$ cat src/rtl/hitAlignPkg.sv
package hitAlignPkg;

  // Strobes from the control to the datapath; at most one is high per cycle.
  typedef struct packed {
    logic shift;  // advance every lane by one stage, capturing new hits
    logic clear;  // zero every stage (load or flush tick)
  } alignStrbT;

endpackage

$ cat src/rtl/hitAlignCtrl.sv
module hitAlignCtrl
  import hitAlignPkg::*;
#(
  parameter int BARREL_W = 10,
  parameter int ENDCAP_W = 16,
  parameter int DLY_W = 2,
  parameter logic [BARREL_W-1:0] BARREL_CHAMBER_MASK = 10'b00_0010_1101,
  localparam int CH_W = BARREL_W + ENDCAP_W,
  localparam int MAX_DLY = 2 * ((1 << DLY_W) - 1),
  localparam int CNT_W = $clog2(MAX_DLY + 1)
) (
  input  logic              clk,
  input  logic              rst,
  input  logic              tickEn,
  input  logic              cfgLoad,
  input  logic [DLY_W-1:0]  cfgCommon,
  input  logic [DLY_W-1:0]  cfgChamber,
  input  logic              cfgBarrelAllTube,
  output alignStrbT         strb,
  output logic [DLY_W-1:0]  commonDly,
  output logic [DLY_W-1:0]  chamberDly,
  output logic [CH_W-1:0]   chamberSel,
  output logic              outValid
);

  localparam logic [CNT_W-1:0] FLUSH_TICKS = CNT_W'(MAX_DLY);

  logic             allTubeQ;
  logic [CNT_W-1:0] flushCnt;
  logic [CNT_W-1:0] flushCntNext;

  // Configuration shadow registers: written only on a load.
  always_ff @(posedge clk) begin
    if (rst) begin
      commonDly  <= '0;
      chamberDly <= '0;
      allTubeQ   <= 1'b0;
    end else if (cfgLoad) begin
      commonDly  <= cfgCommon;
      chamberDly <= cfgChamber;
      allTubeQ   <= cfgBarrelAllTube;
    end
  end

  // Per-channel technology classification.
  for (genvar i = 0; i < BARREL_W; i++) begin : gBarrelSel
    assign chamberSel[i] = BARREL_CHAMBER_MASK[i] & ~allTubeQ;
  end
  for (genvar j = 0; j < ENDCAP_W; j++) begin : gEndcapSel
    assign chamberSel[BARREL_W + j] = 1'b1;
  end

  // Flush sequencing: load has priority over a coincident tick.
  always_comb begin
    strb.clear   = 1'b0;
    strb.shift   = 1'b0;
    flushCntNext = flushCnt;
    if (cfgLoad) begin
      strb.clear   = 1'b1;
      flushCntNext = FLUSH_TICKS;
    end else if (tickEn) begin
      if (flushCnt != '0) begin
        strb.clear   = 1'b1;
        flushCntNext = flushCnt - 1'b1;
      end else begin
        strb.shift = 1'b1;
      end
    end
  end

  always_ff @(posedge clk) begin
    if (rst) begin
      flushCnt <= FLUSH_TICKS;
      outValid <= 1'b0;
    end else begin
      flushCnt <= flushCntNext;
      outValid <= (flushCntNext == '0);
    end
  end

  AST_VALID_LOW_IN_FLUSH: assert property (@(posedge clk) disable iff (rst)
    (flushCnt != '0) |-> !outValid) else $error("valid during flush");

  AST_LOAD_RESTARTS_FLUSH: assert property (@(posedge clk) disable iff (rst)
    cfgLoad |=> (flushCnt == FLUSH_TICKS) && !outValid) else $error("load flush");

  AST_LOAD_BEATS_TICK: assert property (@(posedge clk) disable iff (rst)
    (cfgLoad && tickEn) |=> (flushCnt == FLUSH_TICKS)) else $error("collision");

  AST_CFG_HOLD: assert property (@(posedge clk) disable iff (rst)
    !cfgLoad |=> $stable(commonDly) && $stable(chamberDly) && $stable(chamberSel))
    else $error("cfg moved");

  AST_VALID_STAYS: assert property (@(posedge clk) disable iff (rst)
    (outValid && !cfgLoad) |=> outValid) else $error("valid dropped");

  AST_FLUSH_BOUND: assert property (@(posedge clk) disable iff (rst)
    flushCnt <= FLUSH_TICKS) else $error("flush count range");

endmodule

$ cat src/rtl/hitAlignPath.sv
module hitAlignPath
  import hitAlignPkg::*;
#(
  parameter int CH_W = 26,
  parameter int DLY_W = 2,
  localparam int MAX_DLY = 2 * ((1 << DLY_W) - 1),
  localparam int TAP_W = $clog2(MAX_DLY + 1)
) (
  input  logic             clk,
  input  logic             rst,
  input  alignStrbT        strb,
  input  logic [DLY_W-1:0] commonDly,
  input  logic [DLY_W-1:0] chamberDly,
  input  logic [CH_W-1:0]  chamberSel,
  input  logic [CH_W-1:0]  hitIn,
  output logic [CH_W-1:0]  hitOut
);

  for (genvar c = 0; c < CH_W; c++) begin : gLane
    logic [MAX_DLY:0] stages;
    logic [TAP_W-1:0] tap;

    always_ff @(posedge clk) begin
      if (rst || strb.clear) begin
        stages <= '0;
      end else if (strb.shift) begin
        stages <= {stages[MAX_DLY-1:0], hitIn[c]};
      end
    end

    assign tap = TAP_W'(commonDly) + (chamberSel[c] ? TAP_W'(chamberDly) : '0);
    assign hitOut[c] = stages[tap];
  end

  AST_STROBES_EXCLUSIVE: assert property (@(posedge clk) disable iff (rst)
    $onehot0({strb.shift, strb.clear})) else $error("strobe clash");

  AST_CLEAR_EMPTIES: assert property (@(posedge clk) disable iff (rst)
    strb.clear |=> (hitOut == '0)) else $error("clear left data");

  AST_HOLD_BETWEEN_TICKS: assert property (@(posedge clk) disable iff (rst)
    (!strb.shift && !strb.clear) |=> $stable(hitOut)) else $error("output moved");

endmodule

$ cat src/rtl/hitDelayAligner.sv
module hitDelayAligner
  import hitAlignPkg::*;
#(
  parameter int BARREL_W = 10,
  parameter int ENDCAP_W = 16,
  parameter int DLY_W = 2,
  parameter logic [BARREL_W-1:0] BARREL_CHAMBER_MASK = 10'b00_0010_1101,
  localparam int CH_W = BARREL_W + ENDCAP_W
) (
  input  logic                clk,
  input  logic                rst,
  input  logic                tickEn,
  input  logic                cfgLoad,
  input  logic [DLY_W-1:0]    cfgCommon,
  input  logic [DLY_W-1:0]    cfgChamber,
  input  logic                cfgBarrelAllTube,
  input  logic [BARREL_W-1:0] barrelHits,
  input  logic [ENDCAP_W-1:0] endcapHits,
  output logic [BARREL_W-1:0] barrelOut,
  output logic [ENDCAP_W-1:0] endcapOut,
  output logic                outValid
);

  alignStrbT        strb;
  logic [DLY_W-1:0] commonDly;
  logic [DLY_W-1:0] chamberDly;
  logic [CH_W-1:0]  chamberSel;
  logic [CH_W-1:0]  hitOut;

  hitAlignCtrl #(
    .BARREL_W(BARREL_W), .ENDCAP_W(ENDCAP_W), .DLY_W(DLY_W),
    .BARREL_CHAMBER_MASK(BARREL_CHAMBER_MASK)
  ) uCtrl (
    .clk(clk), .rst(rst), .tickEn(tickEn), .cfgLoad(cfgLoad),
    .cfgCommon(cfgCommon), .cfgChamber(cfgChamber),
    .cfgBarrelAllTube(cfgBarrelAllTube), .strb(strb),
    .commonDly(commonDly), .chamberDly(chamberDly),
    .chamberSel(chamberSel), .outValid(outValid)
  );

  hitAlignPath #(.CH_W(CH_W), .DLY_W(DLY_W)) uPath (
    .clk(clk), .rst(rst), .strb(strb), .commonDly(commonDly),
    .chamberDly(chamberDly), .chamberSel(chamberSel),
    .hitIn({endcapHits, barrelHits}), .hitOut(hitOut)
  );

  assign barrelOut = hitOut[BARREL_W-1:0];
  assign endcapOut = hitOut[CH_W-1:BARREL_W];

endmodule

$ cat config.mk
export PLATFORM = sky130hd
export DESIGN_NAME = hitDelayAligner
export DESIGN_NICKNAME = d
export VERILOG_FILES = /design/src/rtl/hitAlignPkg.sv /design/src/rtl/hitAlignCtrl.sv /design/src/rtl/hitAlignPath.sv /design/src/rtl/hitDelayAligner.sv
export SDC_FILE = /design/constraint.sdc
export NUM_CORES = 1
export LEC_CHECK = 0
export ABC_AREA = 0
export BUFFER_PORTS_ARGS = -buffer_cell sky130_fd_sc_hd__buf_2
export CAP_MARGIN = 30
export CORE_ASPECT_RATIO = 0.6
export CORE_UTILIZATION = 57
export CTS_BUF_LIST = sky130_fd_sc_hd__clkbuf_4
export DETAILED_ROUTE_END_ITERATION = 10
export PLACE_DENSITY_LB_ADDON = 0.3
export SYNTH_ARGS = -nofsm -noshare
export SYNTH_HDL_FRONTEND = slang
export SYNTH_HIERARCHICAL = 1
export SYNTH_SLANG_ARGS = --single-unit
$ cat constraint.sdc
create_clock -name clk -period 3 [get_ports clk]
set_input_delay 0.6 -clock clk [delete_from_list [all_inputs] [get_ports clk]]
set_output_delay 0.6 -clock clk [all_outputs]
set_load 0.01 [all_outputs]
; ---- Word-level counts from Yosys, hierarchy flattened
; Index checks and enable logic that the tools add are counted.
[word_totals]
ff_bits = 173
latchBits = 0
ramBits = 0
romBits = 0
input_bits = 35
output_inout_bits = 27
wordCells = 101
mem_count = 0
[op_classes]
n_addsub = 3
n_mul = 0
div = 0
order_cmp = 3
n_eq_ne = 0
n_shift = 0
n_mux = 61
bitwise = 0
reduce_logical = 3
[op_table]
columns = cell, count
row1 = binary-select mux 1 bit (select 3 bit), 20
row2 = two-way mux 1 bit, 30
row3 = binary-select mux 1 bit (select 2 bit), 6
row4 = two-way mux 3 bit, 3
row5 = "< comparator 3 x 4 -> 1 bit, second input constant", 2
row6 = "< comparator 2 x 4 -> 1 bit, second input constant", 1
row7 = two-way mux 2 bit, 2
row8 = adder 2 x 2 -> 3 bit, 1
row9 = adder 2 x 3 -> 3 bit, 1
row10 = zero test 3 bit, 1
row11 = nonzero test 3 bit, 1
row12 = "subtractor 3 x 1 -> 3 bit, second input constant", 1
row13 = logical OR 1 bit, 1

; ---- Depth between registers and ports, before layout
[logic_depth]
ltp_word = 5
ltp_mapped = 9
ltp_nobuf = 8

; ---- Hierarchy
; The synthesis kept the hierarchy.
[modules_own_cells]
columns = mod, instances, cells_per_inst, area_each_um2, seq_area_each_um2
row1 = hitAlignPath, 1, 855, 9081.2, 3643.5
row2 = hitAlignCtrl, 1, 70, 603.1, 180.2

; ---- Least setup slack after synthesis
; No wires, ideal clock.
[synth_path]
path_type = register to output
start = reg uCtrl.commonDly[1]
end = out barrelOut[0]
arrival_ns = 2.545
required_time_ns = 2.400
setup_slack_ns = -0.145
stages_incl_launch_ff = 5
path_buffers = 0
cell_sequence = dfxtp_1 -> inv_1 -> fa_1 -> mux4_2 -> mux2_4
[synth_between]
elab_chain_len = 3
[synth_lines]
columns = element, line_no
row1 = "start, declared", hitAlignCtrl.sv:20  ; output logic [DLY_W-1:0] commonDly,
row2 = "start signal, assigned", hitAlignCtrl.sv:39  ; commonDly <= cfgCommon;
row3 = adder 2 x 3 -> 3 bit, hitAlignPath.sv:31  ; assign tap = TAP_W'(commonDly) + (chamberSel[c] ? TAP_W'(chamberDly) : '0);
row4 = binary-select mux 1 bit (select 3 bit), hitAlignPath.sv:32  ; assign hitOut[c] = stages[tap];
row5 = two-way mux 1 bit (not written as such), hitAlignPath.sv:32
row6 = "end, declared", hitDelayAligner.sv:19  ; output logic [BARREL_W-1:0] barrelOut,
; Every way passes these cells. The select of a mux whose other input is x is not followed.

; ---- Final worst setup path
[layout_path]
start = reg uCtrl.chamberDly[0]
end = out barrelOut[0]
[layout_between]
elab_chain_len = 4
[layout_lines]
columns = element, line_no
row1 = "start, declared", hitAlignCtrl.sv:21  ; output logic [DLY_W-1:0] chamberDly,
row2 = "start signal, assigned", hitAlignCtrl.sv:40  ; chamberDly <= cfgChamber;
row3 = two-way mux 2 bit, hitAlignPath.sv:31
row4 = adder 2 x 3 -> 3 bit, hitAlignPath.sv:31
row5 = binary-select mux 1 bit (select 3 bit), hitAlignPath.sv:32
row6 = two-way mux 1 bit (not written as such), hitAlignPath.sv:32
; Every way passes these cells. The select of a mux whose other input is x is not followed.

==> results by group <==
GRT
  – Largest net degree at the start of global routing: 114
  – Vias in the first global route: 6026
  – First-pass GRT wire length: 29.46 mm
  – GRT Total Usage: 21.23%
  – Initial antenna violation count: 1
  – GR Overflow Total: 0

Pwr
  – Tot Pwr: 0.004151 W
  – P_int: 0.003044 W
  – Clk pwr share: 31.3%
  – Switching Fraction: 26.68%
  – Worst vdd rail ir drop: 0.2737 mV
  – LEAKAGE: 3.697 nW
  – Pwr/cell area: 391.5 mW/mm²
  – Sw power: 0.001108 W
  – Seq pwr share: 61.4%
  – Combinational fraction of design power: 7.3%

Synth
  – Most common cell in the synthesized netlist: mux2i_1
  – Simple-gate share of the synthesized area: 11.94%
  – Synth unique cells: 32
  – Synth Area in Adders: 8.992%
  – Post-synthesis mux area share: 31.95%
  – Post-synth EDFFs: 0
  – Commonest cells post-synth: mux2i_1 (212), dfxtp_1 (191), nor2_1 (188)
  – Sequential area share after synthesis: 39.48%
  – Post-synth ARST share: 0%
  – Xor/xnor cell area share of the yosys netlist: 0%
  – Cells after Synth: 925
  – Synth top area share: 39.48%
  – Area contributors post-synth: dfxtp_1 (39%), mux2i_1 (22%), nor2_1 (7.3%), mux4_2 (6.0%), fa_1 (5.4%)
  – Yosys reg bits: 191
  – Main synth FF type: dfxtp_1
  – Largest family of logic cells by synthesized area: multiplexers
  – Synth Area in Compound Gates: 1.990%
  – Post-synth top area cell: dfxtp_1
  – Synth Cell Area: 0.009684 mm²
  – Yosys warnings: 6
  – Mapped Avg Cell Area: 10.47 µm²

Hold path
  – Hold WC Path Type: in -> reg

Timing
  – Achievable frequency: 307.8 MHz
  – Rel. slew slack: 46.42%
  – Final setup viols: 20
  – Min Clock Period, post-route: 3249 ps
  – Crit share post-route: 108.3%
  – Setup ws final: -249.0 ps
  – RSZ-0062 raised after global routing: true
  – Fin. max-slew vios: 0
  – Setup Skew: 33.16 ps
  – Endpoints failing hold: 0
  – Measured slew at the worst slew-check pin: 803.7 ps

Clock network
  – H-tree Lvls: 4
  – Total CTS buffers: 17
  – CTS max path bufs: 2
  – CTS tree: done
  – Clk root buf: clkbuf_4
  – Clock Sink Count: 191
  – Clock latency on the worst-skew pair: 540 ps
  – Clock transition at path regs: 180 ps

Routing
  – Post-route ant nets: 0
  – Met3 WL: 704 µm
  – # DRC: 0
  – Via count: 6379
  – Pre-antenna DRT Iters: 5
  – Final WL: 17.75 mm
  – Wire per inst: 14.55 µm
  – Drt initial violations: 374
  – Vias per std cell: 5.229
  – Metal2 WL: 7.674 mm
  – Top sig layer: met4
  – M1 WL: 9.286 mm

Die
  – Die H: 103.0 µm
  – Die area: 0.01753 mm²
  – I/O pins: 62
  – Row count: 36
  – Core region area: 0.01640 mm²
  – Initial Utilization: 59.07%
  – Die width: 170.3 µm

Layout
  – Layout filler cell count: 1359
  – Fin cells: 1220
  – Syn-to-layout area delta: 9.484%
  – Share of cells above drive strength 1: 20.28%
  – Register Area: 0.003827 mm²
  – Area of the multi-input gates: 0.005468 mm²
  – Nets: 1067

Worst setup path
  – Worst Path Arrival: 2650 ps
  – Crit start category: register
  – Setup CP Type: reg -> out
  – Worst Setup End Kind: output port
  – Critical path fanouts, max: 14
  – WP data required: 2400 ps

Outcome
  – Failing checks: negative setup slack
  – Status: finished with violations

Placement
  – PortBufs: 61
  – Gp weighted congestion: 0.7643
  – Dpl cells: 1176
  – DP Wirelength: 11.84 mm

Job
  – Max-cap check violation count: 0
[final timing paths]
kind	start	slack, ps	to	cells past startpoint
max	uCtrl/chamberDly[0]	-250	barrelOut[0]	8
min	barrelHits[7]	270	uPath/gLane[7].stages[0]	3
max reg2reg	uCtrl/flushCnt[0]	540	uPath/gLane[25].stages[4]	7
min reg2reg	uCtrl/flushCnt[0]	510	uCtrl/flushCnt[0]	2
[state kept, by name, summed over array words and instances, names as in the netlist]
register            cells
uCtrl/allTubeQ          1
uCtrl/commonDly         2
uCtrl/outValid          1
uPath/gLane.stages    182
uCtrl/flushCnt          3
uCtrl/chamberDly        2
[layout make-up]
cell class                 instances  area share, %
multi-input combinational        651          51.57
sequential                       191          36.10
timing repair buffer              85          5.983
tap                              228          2.691
clock buffer                      18          1.274
clock inverter                    14          1.192
inverter                          32          1.168
antenna                            1        0.02360
[layout by cell type, fill, tap and decap left out, types with 3 or more instances in the layout]
| master | n |
|---|---|
| clkinv_4 | 3 |
| mux2i_1 | 212 |
| ha_1 | 28 |
| conb_1 | 22 |
| and2_1 | 23 |
| dfxtp_1 | 190 |
| o21ai_0 | 26 |
| nor2_1 | 188 |
| buf_2 | 57 |
| nand2_1 | 26 |
| inv_1 | 30 |
| mux4_2 | 26 |
| clkbuf_4 | 18 |
| a21oi_1 | 3 |
| buf_4 | 14 |
| clkinvlp_4 | 5 |
| buf_6 | 5 |
| inv_8 | 5 |
| buf_12 | 8 |
| nand3_1 | 26 |
| mux2_4 | 25 |
| fa_1 | 6 |
| fa_2 | 20 |
| and2_4 | 3 |
[metrics by stage]
| stage | TNS (ps) | setup slack, ps | hold WS (ps) | area (µm²) | utilization, % |
|---|---|---|---|---|---|
| 6_report | -4146 | -249.0 | 272.9 | 10600 | 64.67 |
| 4_1_cts | -5228 | -297.8 | 232.0 | 10550 | 64.36 |
| 2_1_floorplan | -1114 | -58.63 | 455.4 | 9763 | - |
| 3_5_place_dp | 0 | 236.0 | 480.2 | 10140 | 61.84 |
| 5_1_grt | -6677 | -380.6 | 226.9 | 10600 | 64.65 |
| 3_3_place_gp | 0 | 283.2 | 477.2 | 10140 | 61.84 |
[repair_timing]
action	CTS	global route
cloned	1	0
hold buffers	0	0
setup endpoints to repair	20	20
pin swaps	2	2
setup buffers	4	6
resized for setup	34	1
[routing by layer]
layer / vias up / track usage (%)
li1: 3227 / -
met1: 3044 / 30.64
met2: 100 / 32.88
met3: 8 / 4.223
met4: 0 / 4.990
met5: - / 0
[worst max-delay path, stage by stage, from the launching register on]
cell and delay (ps):
dfxtp_4 420, buf_12 150, and2_1 140, ha_1 140, inv_1 50, fa_2 370
mux4_2 430, mux2_4 270, buf_2 140
[power groups by stage]
stage / sequential [W] / clock, W / combinational [W]
floorplan: 0.00261 / 0 / 0.000218
global placement: 0.00260 / 0 / 0.000279
detailed placement: 0.00260 / 0 / 0.000285
CTS: 0.00255 / 0.00134 / 0.000303
global route: 0.00255 / 0.00145 / 0.000338
finish: 0.00255 / 0.00130 / 0.000304
[kinds of logic after synthesis]
family,after synthesis
buffers and inverters,103
and+or+nand+nor,276
adders and majority gates,54
AOI/OAI and AO/OA,35
other,2
muxes,264
DFF,191
No activity file was read; power rests on OpenSTA's default activity.
